[src/rtl/chardisp_pkg.sv]
package chardisp_pkg;
  typedef enum logic {
    SRC_RASTER = 1'b0,
    SRC_CPU    = 1'b1
  } addr_src_e;
endpackage

[src/rtl/chardisp_hcount.sv]
module chardisp_hcount #(
  parameter int COLS     = 80,
  parameter int HBLANK   = 20,
  parameter int HS_START = 84,
  parameter int HS_W     = 8,
  localparam int TOTAL   = COLS + HBLANK,
  localparam int CW      = $clog2(TOTAL)
) (
  input  logic          clk,
  input  logic          rst_n,
  output logic [CW-1:0] col,
  output logic          line_step,
  output logic          hdrive
);
  localparam logic [CW-1:0] LAST  = CW'(TOTAL - 1);
  localparam logic [CW-1:0] STEP  = CW'(COLS);
  localparam logic [CW-1:0] HS_LO = CW'(HS_START);
  localparam logic [CW-1:0] HS_HI = CW'(HS_START + HS_W - 1);

  logic hs_window;

  always_ff @(posedge clk or negedge rst_n) begin
    if (!rst_n) col <= '0;
    else if (col == LAST) col <= '0;
    else col <= col + 1'b1;
  end

  assign line_step = (col == STEP);
  assign hs_window = (col >= HS_LO) && (col <= HS_HI);

  always_ff @(posedge clk or negedge rst_n) begin
    if (!rst_n) hdrive <= 1'b0;
    else hdrive <= hs_window;
  end
endmodule

[src/rtl/chardisp_vcount.sv]
module chardisp_vcount #(
  parameter int SCANS       = 10,
  parameter int ROWS        = 24,
  parameter int VBLANK_ROWS = 2,
  parameter int VS_LINES    = 4,
  localparam int VROWS      = ROWS + VBLANK_ROWS,
  localparam int SW         = $clog2(SCANS),
  localparam int RW         = $clog2(VROWS),
  localparam int VW         = $clog2(VS_LINES + 1)
) (
  input  logic          clk,
  input  logic          rst_n,
  input  logic          line_step,
  output logic [SW-1:0] scan,
  output logic [RW-1:0] row,
  output logic          vdrive
);
  localparam logic [SW-1:0] SCAN_LAST = SW'(SCANS - 1);
  localparam logic [RW-1:0] ROW_LAST  = RW'(VROWS - 1);
  localparam logic [RW-1:0] ROW_TEXT  = RW'(ROWS - 1);

  logic [VW-1:0] vs_left;
  logic          frame_text_end;

  assign frame_text_end = line_step && (scan == SCAN_LAST) && (row == ROW_TEXT);

  always_ff @(posedge clk or negedge rst_n) begin
    if (!rst_n) begin
      scan <= '0;
      row  <= '0;
    end else if (line_step) begin
      if (scan == SCAN_LAST) begin
        scan <= '0;
        row  <= (row == ROW_LAST) ? '0 : row + 1'b1;
      end else begin
        scan <= scan + 1'b1;
      end
    end
  end

  always_ff @(posedge clk or negedge rst_n) begin
    if (!rst_n) begin
      vdrive  <= 1'b0;
      vs_left <= '0;
    end else if (frame_text_end) begin
      vdrive  <= 1'b1;
      vs_left <= VW'(VS_LINES - 1);
    end else if (line_step && vdrive) begin
      if (vs_left == '0) vdrive <= 1'b0;
      else vs_left <= vs_left - 1'b1;
    end
  end
endmodule

[src/rtl/chardisp_addr_mux.sv]
module chardisp_addr_mux
  import chardisp_pkg::*;
#(
  parameter int COLS = 80,
  parameter int CW   = 7,
  parameter int RW   = 5,
  parameter int AW   = 11
) (
  input  addr_src_e     src,
  input  logic [CW-1:0] r_col,
  input  logic [RW-1:0] r_row,
  input  logic [CW-1:0] c_col,
  input  logic [RW-1:0] c_row,
  output logic [AW-1:0] addr
);
  logic [CW-1:0] sel_col;
  logic [RW-1:0] sel_row;
  int            lin;

  always_comb begin
    sel_col = (src == SRC_CPU) ? c_col : r_col;
    sel_row = (src == SRC_CPU) ? c_row : r_row;
    lin     = int'(sel_row) * COLS + int'(sel_col);
    addr    = lin[AW-1:0];
  end
endmodule

[src/rtl/chardisp_timing.sv]
module chardisp_timing
  import chardisp_pkg::*;
#(
  parameter int COLS        = 80,
  parameter int HBLANK      = 20,
  parameter int HS_START    = 84,
  parameter int HS_W        = 8,
  parameter int SCANS       = 10,
  parameter int ROWS        = 24,
  parameter int VBLANK_ROWS = 2,
  parameter int VS_LINES    = 4,
  localparam int CW         = $clog2(COLS + HBLANK),
  localparam int SW         = $clog2(SCANS),
  localparam int RW         = $clog2(ROWS + VBLANK_ROWS),
  localparam int AW         = $clog2(COLS * ROWS)
) (
  input  logic          clk,
  input  logic          rst_n,
  input  logic          src_sel,
  input  logic [CW-1:0] cur_col,
  input  logic [RW-1:0] cur_row,
  output logic [CW-1:0] col,
  output logic [SW-1:0] scan,
  output logic [RW-1:0] row,
  output logic          hdrive,
  output logic          vdrive,
  output logic          de,
  output logic [AW-1:0] addr
);
  logic line_step;

  chardisp_hcount #(
    .COLS(COLS), .HBLANK(HBLANK), .HS_START(HS_START), .HS_W(HS_W)
  ) u_h (
    .clk(clk), .rst_n(rst_n), .col(col), .line_step(line_step), .hdrive(hdrive)
  );

  chardisp_vcount #(
    .SCANS(SCANS), .ROWS(ROWS), .VBLANK_ROWS(VBLANK_ROWS), .VS_LINES(VS_LINES)
  ) u_v (
    .clk(clk), .rst_n(rst_n), .line_step(line_step),
    .scan(scan), .row(row), .vdrive(vdrive)
  );

  assign de = (col < CW'(COLS)) && (row < RW'(ROWS));

  chardisp_addr_mux #(.COLS(COLS), .CW(CW), .RW(RW), .AW(AW)) u_mux (
    .src(addr_src_e'(src_sel)), .r_col(col), .r_row(row),
    .c_col(cur_col), .c_row(cur_row), .addr(addr)
  );
endmodule

[config.mk]
export PLATFORM = sky130hd
export DESIGN_NAME = chardisp_timing
export DESIGN_NICKNAME = d
export VERILOG_FILES = /design/src/rtl/chardisp_pkg.sv /design/src/rtl/chardisp_hcount.sv /design/src/rtl/chardisp_vcount.sv /design/src/rtl/chardisp_addr_mux.sv /design/src/rtl/chardisp_timing.sv
export SDC_FILE = /design/constraint.sdc
export NUM_CORES = 1
export LEC_CHECK = 0
export ABC_CLOCK_PERIOD_IN_PS = 2600
export BUFFER_PORTS_ARGS = -buffer_cell sky130_fd_sc_hd__buf_2
export CAP_MARGIN = 30
export CORE_UTILIZATION = 35
export CTS_BUF_LIST = sky130_fd_sc_hd__clkbuf_2 sky130_fd_sc_hd__clkbuf_4 sky130_fd_sc_hd__clkbuf_8
export DETAILED_ROUTE_END_ITERATION = 8
export HOLD_SLACK_MARGIN = 0.15
export PLACE_DENSITY = 0.63
export SLEW_MARGIN = 0
export SYNTH_ARGS = -nofsm -noshare
export SYNTH_HDL_FRONTEND = slang
export SYNTH_SLANG_ARGS = --single-unit
[constraint.sdc]
create_clock -name clk -period 2.6 [get_ports clk]
set_input_delay 0.13 -clock clk [delete_from_list [all_inputs] [get_ports clk]]
set_output_delay 0.13 -clock clk [all_outputs]
set_load 0.02 [all_outputs]
==> results of run 1 <==
## repair_timing
item                                    4_1_cts  5_1_grt
hold endpoints to repair                     21        0
pin swaps                                     6        4
hold buffers                                  1        0
setup buffers                                 2        1
resized for setup                            12        4
endpoints found under the setup margin        2        2
## cell usage after synthesis (all sizes together)
| cell | n | share of area |
|---|---|---|
| xor2 | 5 | 0.028 |
| a21oi | 3 | 0.0097 |
| o211ai | 2 | 0.0097 |
| a21boi | 1 | 0.0049 |
| and3b | 1 | 0.0057 |
| nand2 | 15 | 0.038 |
| o221ai | 1 | 0.0057 |
| and4bb | 1 | 0.011 |
| and4b | 2 | 0.013 |
| buf | 4 | 0.019 |
| nor3b | 2 | 0.016 |
| nor4 | 1 | 0.0040 |
| inv | 7 | 0.017 |
| nand3 | 6 | 0.027 |
| o21a | 1 | 0.0049 |
| nand2b | 1 | 0.0040 |
| nor2b | 4 | 0.016 |
| nand3b | 1 | 0.0049 |
| xnor2 | 9 | 0.051 |
| mux2i | 1 | 0.0065 |
| a31oi | 4 | 0.016 |
| nor2 | 5 | 0.012 |
| nor3 | 2 | 0.0065 |
| nand4 | 5 | 0.020 |
| and3 | 2 | 0.0081 |
| dfrtp | 21 | 0.34 |
| or4 | 2 | 0.0097 |
| mux2 | 9 | 0.065 |
| ha | 15 | 0.12 |
| a21o | 5 | 0.024 |
| fa | 2 | 0.026 |
| o21ai | 10 | 0.032 |
| o31ai | 3 | 0.015 |
| clkbuf | 3 | 0.0073 |
## critical path, delay by kind of cell (launching register included)
kind          cells  cell delay, ps
fa+ha+maj         3             850
flops             1             440
buf+inv           1             150
mux               1             310
simple gates      1             160
xor+xnor          2             330
## worst max-delay path by stage
stage | endpoint | cells after the start
6_report | addr[10] | 8
5_1_grt | addr[10] | 8
4_1_cts | addr[10] | 8
3_5_place_dp | addr[10] | 9
3_3_place_gp | addr[10] | 9
2_1_floorplan | addr[10] | 10
## sequential cells by signal, summed over array words and instances (netlist names)
name	flops
u_v.vs_left	3
u_v.vdrive	1
u_h.col	7
u_h.hdrive	1
u_v.row	5
u_v.scan	4
## metal layers
layer | vias up | GRT usage | wire length [microns]
met4 | 0 | 0.0781 | 63
met1 | 609 | 0.235 | 1610
li1 | 665 | - | -
met3 | 6 | 0.0280 | 163
met5 | - | 0 | 0
met2 | 41 | 0.267 | 1600
## power by group
group	internal, W	switching (W)	total [W]
clock network	0.000107	0.000114	0.000221
logic	0.0000752	0.0000860	0.000161
registers	0.000326	0	0.000326
total	0.000508	0.000200	0.000708
## cell usage in the layout, fill, tap and decap left out, drive strengths merged, types with 2 or more instances in the layout
master  netlist  routed
xnor2         9       9
ha           15      15
o31ai         3       3
or4           2       2
a31oi         4       4
a21oi         3       3
and4b         2       2
nand2        15      15
buf           4      57
nand3         6       6
nor2b         4       4
a21o          5       5
nand4         5       5
nor2          5       5
xor2          5       5
mux2          9       9
nor3b         2       2
o21ai        10      10
dfrtp        21      21
o211ai        2       2
clkbuf        3       3
fa            2       2
nor3          2       2
inv           7       7
and3          2       2
## per-stage QoR
| step | hold WS (ps) | worst slack, ps | utilization | instances | total power (W) |
|---|---|---|---|---|---|
| CTS | 375 | -108 | 0.491 | 260 | 0.000712 |
| floorplan | -166 | 3.57 | - | 156 | 0.000425 |
| detailed placement | 123 | -20.1 | 0.455 | 253 | 0.000474 |
| global route | 402 | -163 | 0.496 | 261 | 0.000740 |
| global placement | 122 | 42.8 | 0.455 | 253 | 0.000473 |
| finish | 347 | -37.2 | 0.496 | 261 | 0.000708 |
## area by class of cell
type                            instances  share of cell area
Clock buffer                            3              0.0202
Clock inverter                          1             0.00245
Sequential cell                        21               0.259
Tap cell                               50              0.0307
Timing Repair Buffer                   58               0.163
Inverter                                7              0.0129
Multi-Input combinational cell        121               0.511
## kinds of logic after synthesis
| logic type | share of synthesized area |
|---|---|
| AOI/OAI and AO/OA | 0.122 |
| xor gates and xnor gates | 0.0792 |
| adders and majority gates | 0.147 |
| buffers and inverters | 0.0437 |
| DFF | 0.340 |
| muxes | 0.0720 |
| and+or+nand+nor | 0.196 |
==> flow_summary.toml, run 1 <==
[layout]
seq_area_sq_um = 529
final_nets = 244
final_cell_area_sq_um = 2040
diodes = 0
fillers = 394
syn2layout_area_growth_pct = 31.9
drive_gt1_frac = 0.417
multiInputGateArea_sq_um = 1040

[power]
cellLeakagePower_nw = 1.03
peakVddDrop_mv = 0.186
power_density_nw_per_um2 = 347

[clock_tree]
clock_path_buffers = 2
cts_root_buf = "clkbuf_8"
h-tree-depth = 1
clk_pin_slew_ps = 80
cts_buffers = 3
clock-sinks = 21
cts_tree = "yes"
clk_latency_ps = 260

[sta]
tightest_slew_ps = 612
max_slew_margin = 0.588
rsz0062_at_grt = "yes"
finalHoldViolCount = 0
max_freq_mhz = 379
setup_viol = 1
finalSetupTns_ps = -37.2
setup_slack_ps = -37.2
maxSlewViolCount = 0
post-route-period-util = 1.01
finClkSkew_ps = 1.80
final.min_clock_period_ps = 2640

[critical_path]
crit_start = "u_v.row[2]"
r2r_cells = 6
worstPathArrival_ps = 2510
slowest_stage = "fa_2"
reg2reg_from = "u_h.col[0]"
startpoint_type = "flip-flop"
crit_path_end_kind = "output pin"
max_stage_delay_ps = 530
crit_path_cell_trace = "mux2_4 > ha_4 > ha_4 > fa_2 > nand4_1 > xnor2_2 > xnor2_2 > buf_4"
r2r_end = "u_v.row[2]"
r2r_setup_slack_ps = 850
cp.required_ps = 2470
critPathMaxFanout = 3
crit_type = "reg2out"

[synth]
syn-cell-area_sq_um = 1550
ys_warn_count = 0
syn-mean-instance-area_sq_um = 9.92
synthCells = 156
ys_ff_latch = 21
synth_cell_types = 38
synth_nets = 188
ys_seq_area_frac = 0.340

[routing]
routed_via_density = 5.06
wl_per_cell_microns = 13.2
antenna_left = 0
drt-initial-drc-count = 41
drc_errors = 0
vias = 1321
first_pass_iters = 4
drt_wl_total_microns = 3440

[floorplanning]
start_util = 0.376
rows = 23
die_h_microns = 68.5
dieArea_sq_um = 4690
die_x_microns = 68.5
core_area_sq_um = 4120
pin_count = 45

[placement]
place.gp.congestion = 0.730
io_buffers = 44
placed_area_sq_um = 1870
dp_hpwl_microns = 2610

[global_routing]
grt_max_degree = 22
overflow = 0
grt_usage = 0.173
grt_pass1_wl_microns = 5990
grt_pass1_vias = 1306
antenna_found_initial = 0

[run_status]
violations = "setup timing"
outcome = "complete, but fails checks"

[flow_run]
cap_violations = 0

[hold_path]
worstHoldPathType = "in2async"
No activity file was read; power rests on OpenSTA's default activity.
==> run 2: changes to the inputs <==
==> constraint.sdc (replaced) <==
create_clock -name clk -period 2.6 [get_ports clk]
set_input_delay 0.13 -clock clk [delete_from_list [all_inputs] [get_ports clk]]
set_output_delay 0.13 -clock clk [all_outputs]
set_load 0.05 [all_outputs]
==> flow_summary.toml, run 2 (synthesis results as in run 1) <==
[layout]
top_register = "u_h.col"
largest_register_ffs = 7
layout_commonest_cell = "buf_2"
diodes = 0
drive_gt1_frac = 0.436
syn2layout_area_growth_pct = 34.2
reg_top3 = "u_h.col (7), u_v.row (5), u_v.scan (4)"
fillers = 394
final_cell_mix = "42 x buf_2, 16 x dfrtp_1, 14 x nand2_1"
final_nets = 244

[routing]
vias = 1316
drc_errors = 0
first_pass_iters = 4
drt_wl_total_microns = 3420
wl_per_cell_microns = 13.1
routed_via_density = 5.04
antenna_left = 0
drt-initial-drc-count = 44

[floorplanning]
die_x_microns = 68.5
dieArea_sq_um = 4690
core_area_sq_um = 4120
rows = 23
start_util = 0.376
die_h_microns = 68.5
pin_count = 45

[critical_path]
crit_path_cell_trace = "mux2_4 > ha_4 > ha_4 > fa_2 > nand4_1 > xnor2_2 > xnor2_4 > buf_6"
max_stage_delay_ps = 530
r2r_cells = 6
reg2reg_from = "u_h.col[0]"
r2r_setup_slack_ps = 840
cp.required_ps = 2470
worstPathArrival_ps = 2610
startpoint_type = "flip-flop"
crit_start = "u_v.row[3]"
critPathCapture = "addr[10]"
crit_type = "reg2out"
critPathMaxFanout = 2
slowest_stage = "fa_2"
path_common_cell = "ha_4"
crit_path_end_kind = "output pin"
r2r_end = "u_v.row[2]"

[placement]
dp_slack_ps = -34.4
dp_hpwl_microns = 2700
place.gp.congestion = 0.736
io_buffers = 44

[sta]
final.min_clock_period_ps = 2740
max_freq_mhz = 364
finClkSkew_ps = 0.965
post-route-period-util = 1.06
finalHoldViolCount = 0
setup_slack_ps = -144
maxSlewViolCount = 0
tightest_slew_ps = 590
rsz0062_at_grt = "yes"
setup_viol = 2
max_slew_margin = 0.603
finalSetupTns_ps = -166

[power]
power_density_nw_per_um2 = 369
peakVddDrop_mv = 0.278
cellLeakagePower_nw = 1.04

[run_status]
violations = "setup timing"
outcome = "complete, but fails checks"

[flow_run]
cap_violations = 0

[clock_tree]
cts_tree = "yes"
clk_pin_slew_ps = 80
clk_latency_ps = 260
cts_buffers = 3
clock_path_buffers = 2
clock-sinks = 21
h-tree-depth = 1
cts_root_buf = "clkbuf_8"

[global_routing]
overflow = 0
grt_pass1_wl_microns = 5670
antenna_found_initial = 0
grt_pass1_vias = 1222
grt_max_degree = 22
grt_usage = 0.164

[hold_path]
worstHoldPathType = "in2async"
[run 2: worst max-delay path: cells and delay by family, from the launching register on]
kind,cells,cell delay [ps]
xor gates and xnor gates,2,420
adders and majority gates,3,910
buffers and inverters,1,170
DFF,1,410
muxes,1,290
and+or+nand+nor,1,150
[run 2: routing by layer]
layer / global-route usage / part of all wire / up-vias / routed length, microns
met4: 0.0547 / 0.0094 / 0 / 32
met5: 0 / 0 / - / 0
li1: - / - / 663 / -
met3: 0.0461 / 0.068 / 2 / 231
met2: 0.245 / 0.44 / 39 / 1510
met1: 0.226 / 0.48 / 612 / 1640
[run 2: power breakdown]
part,switching [W],internal [W]
clock network,0.000111,0.000107
logic,0.000140,0.0000821
registers,0,0.000326
[run 2: final cells by class]
cell class / instances / area [sq um] / area share
Timing Repair Buffer: 58 / 340 / 0.164
Tap cell: 50 / 62.6 / 0.0301
Sequential cell: 21 / 532 / 0.256
Multi-Input combinational cell: 121 / 1070 / 0.515
Clock buffer: 3 / 41.3 / 0.0199
Inverter: 7 / 26.3 / 0.0127
Clock inverter: 1 / 5.00 / 0.00241
[run 2: how the worst min path moves through the flow]
stage          slack [ps]  cells after the start           to   from
2_1_floorplan        -170                      0   u_h.col[0]  rst_n
3_3_place_gp          120                      1  u_v.scan[1]  rst_n
3_5_place_dp          120                      1  u_v.scan[1]  rst_n
4_1_cts               370                      2   u_v.vdrive  rst_n
5_1_grt               410                      2   u_v.row[4]  rst_n
6_report              360                      2  u_v.scan[1]  rst_n
[run 2: what timing repair did]
| action | in CTS | in global routing |
|---|---|---|
| endpoints found under the setup margin | 2 | 2 |
| gates resized for setup | 5 | 0 |
| endpoints found under the hold margin | 21 | 0 |
| hold buffers | 1 | 0 |
| pin swaps | 6 | 2 |
| buffers inserted | 1 | 0 |
[run 2: stage by stage]
| stage | hold slack, ps | cells | total power [W] | area, sq um | utilization |
|---|---|---|---|---|---|
| final | 356 | 261 | 0.000766 | 2080 | 0.505 |
| after global routing | 407 | 261 | 0.000804 | 2080 | 0.505 |
| after CTS | 375 | 261 | 0.000777 | 2080 | 0.505 |
| after detailed placement | 123 | 255 | 0.000547 | 2000 | 0.486 |
| after global placement | 123 | 255 | 0.000548 | 2000 | 0.486 |
| after floorplan | -166 | 156 | 0.000495 | 1680 | - |
==> run 3: changes to the inputs <==
--- a/config.mk
+++ b/config.mk
@@ -9,4 +9,5 @@
 export BUFFER_PORTS_ARGS = -buffer_cell sky130_fd_sc_hd__buf_2
 export CAP_MARGIN = 30
+export CORE_MARGIN = 2
 export CORE_UTILIZATION = 35
 export CTS_BUF_LIST = sky130_fd_sc_hd__clkbuf_2 sky130_fd_sc_hd__clkbuf_4 sky130_fd_sc_hd__clkbuf_8
==> constraint.sdc (replaced) <==
create_clock -name clk -period 2.6 [get_ports clk]
set_input_delay 0.13 -clock clk [delete_from_list [all_inputs] [get_ports clk]]
set_output_delay 0.13 -clock clk [all_outputs]
set_load 0.005 [all_outputs]
==> flow_summary.toml, run 3 (synthesis results as in run 1) <==
[clock_tree]
h-tree-depth = 1
cts_tree = "yes"
clk_latency_ps = 260
cts_buffers = 3
clock-sinks = 21
cts_root_buf = "clkbuf_8"
clk_pin_slew_ps = 80
clock_path_buffers = 2

[sta]
setup_viol = 1
post-route-period-util = 1.00
whs_ps = 347
max_slew_margin = 0.626
max_freq_mhz = 384
setup_slack_ps = -0.887
finalHoldViolCount = 0
maxSlewViolCount = 0
final.min_clock_period_ps = 2600
finClkSkew_ps = 2.51
rsz0062_at_grt = "yes"
tightest_slew_ps = 555

[layout]
diodes = 0
final_nets = 243
fillers = 427
layout_commonest_cell = "buf_2"
top_register = "u_h.col"
final_cell_mix = "44 x buf_2, 21 x dfrtp_1, 14 x nand2_1"
drive_gt1_frac = 0.381
reg_top3 = "u_h.col (7), u_v.row (5), u_v.scan (4)"
syn2layout_area_growth_pct = 29.0
largest_register_ffs = 7

[routing]
routed_via_density = 5.04
vias = 1321
antenna_left = 0
drt_wl_total_microns = 3610
wl_per_cell_microns = 13.8
drc_errors = 0
drt-initial-drc-count = 21
first_pass_iters = 4

[run_status]
violations = "setup timing"
outcome = "complete, but fails checks"

[global_routing]
antenna_found_initial = 0
grt_pass1_vias = 1245
overflow = 0
grt_max_degree = 22
grt_usage = 0.151
grt_pass1_wl_microns = 5890

[critical_path]
reg2reg_from = "u_h.col[0]"
startpoint_type = "flip-flop"
crit_start = "u_v.row[3]"
r2r_end = "u_v.row[2]"
critPathMaxFanout = 3
crit_path_end_kind = "output pin"
r2r_cells = 6
r2r_setup_slack_ps = 840
crit_type = "reg2out"
cp.required_ps = 2470
worstPathArrival_ps = 2470

[floorplanning]
core_area_sq_um = 4290
dieArea_sq_um = 4970
start_util = 0.360
die_x_microns = 70.5
rows = 24
pin_count = 45
die_h_microns = 70.5

[hold_path]
worstHoldPathType = "in2async"

[power]
peakVddDrop_mv = 0.162
power_density_nw_per_um2 = 339
cellLeakagePower_nw = 1.02
finalPower_w = 0.000676

[placement]
dp_hpwl_microns = 2680
place.gp.congestion = 0.834
io_buffers = 44

[flow_run]
cap_violations = 0
run 3: final cells by class:
| cell class | count | area (sq um) | area share |
|---|---|---|---|
| well taps | 52 | 65.1 | 0.0326 |
| clock inverters | 1 | 5.00 | 0.00251 |
| inverters | 7 | 26.3 | 0.0132 |
| clock buffers | 3 | 41.3 | 0.0207 |
| multi-input cells | 121 | 1010 | 0.508 |
| repair buffers | 57 | 320 | 0.160 |
| flip-flops and latches | 21 | 526 | 0.263 |
run 3: how the worst max path moves through the flow:
stage	endpoint	slack, ps	cells after the start
after floorplan	addr[10]	9	10
after global placement	addr[10]	130	10
after detailed placement	addr[10]	80	10
after CTS	addr[10]	-20	9
after global routing	addr[10]	-70	8
final	addr[10]	-0.9	8
run 3: metal layers:
layer  wire length [microns]  global-route usage
met5                       0                   0
met4                      57              0.0470
met3                     198              0.0433
met2                    1660               0.238
met1                    1700               0.201
run 3: what timing repair did:
item	in CTS	in global routing
setup endpoints to repair	2	1
pin swaps	7	4
setup buffers	3	1
hold buffers	1	0
resized for setup	9	2
hold endpoints to repair	21	0
run 3: critical path, stage by stage, from the launching register on:
cell and delay (ps):
dfrtp_1 380, mux2_4 290, ha_4 220, ha_4 170, fa_2 560, nand4_1 110, xnor2_1 210, xnor2_1 140
buf_2 130
run 3: metrics by stage:
| step | setup TNS (ps) | util | area (sq um) | instances | setup slack [ps] |
|---|---|---|---|---|---|
| final | -0.887 | 0.465 | 2000 | 262 | -0.887 |
| after global routing | -73.8 | 0.465 | 2000 | 262 | -73.8 |
| after CTS | -18.1 | 0.461 | 1980 | 261 | -18.1 |
| after detailed placement | 0 | 0.431 | 1850 | 253 | 82.8 |
| after global placement | 0 | 0.431 | 1850 | 253 | 134 |
| after floorplan | 0 | - | 1550 | 156 | 9.02 |
run 3: power breakdown:
part	switching (W)	total, W	internal (W)
logic	0.0000605	0.000131	0.0000707
clock network	0.000112	0.000219	0.000107
registers	0	0.000326	0.000326
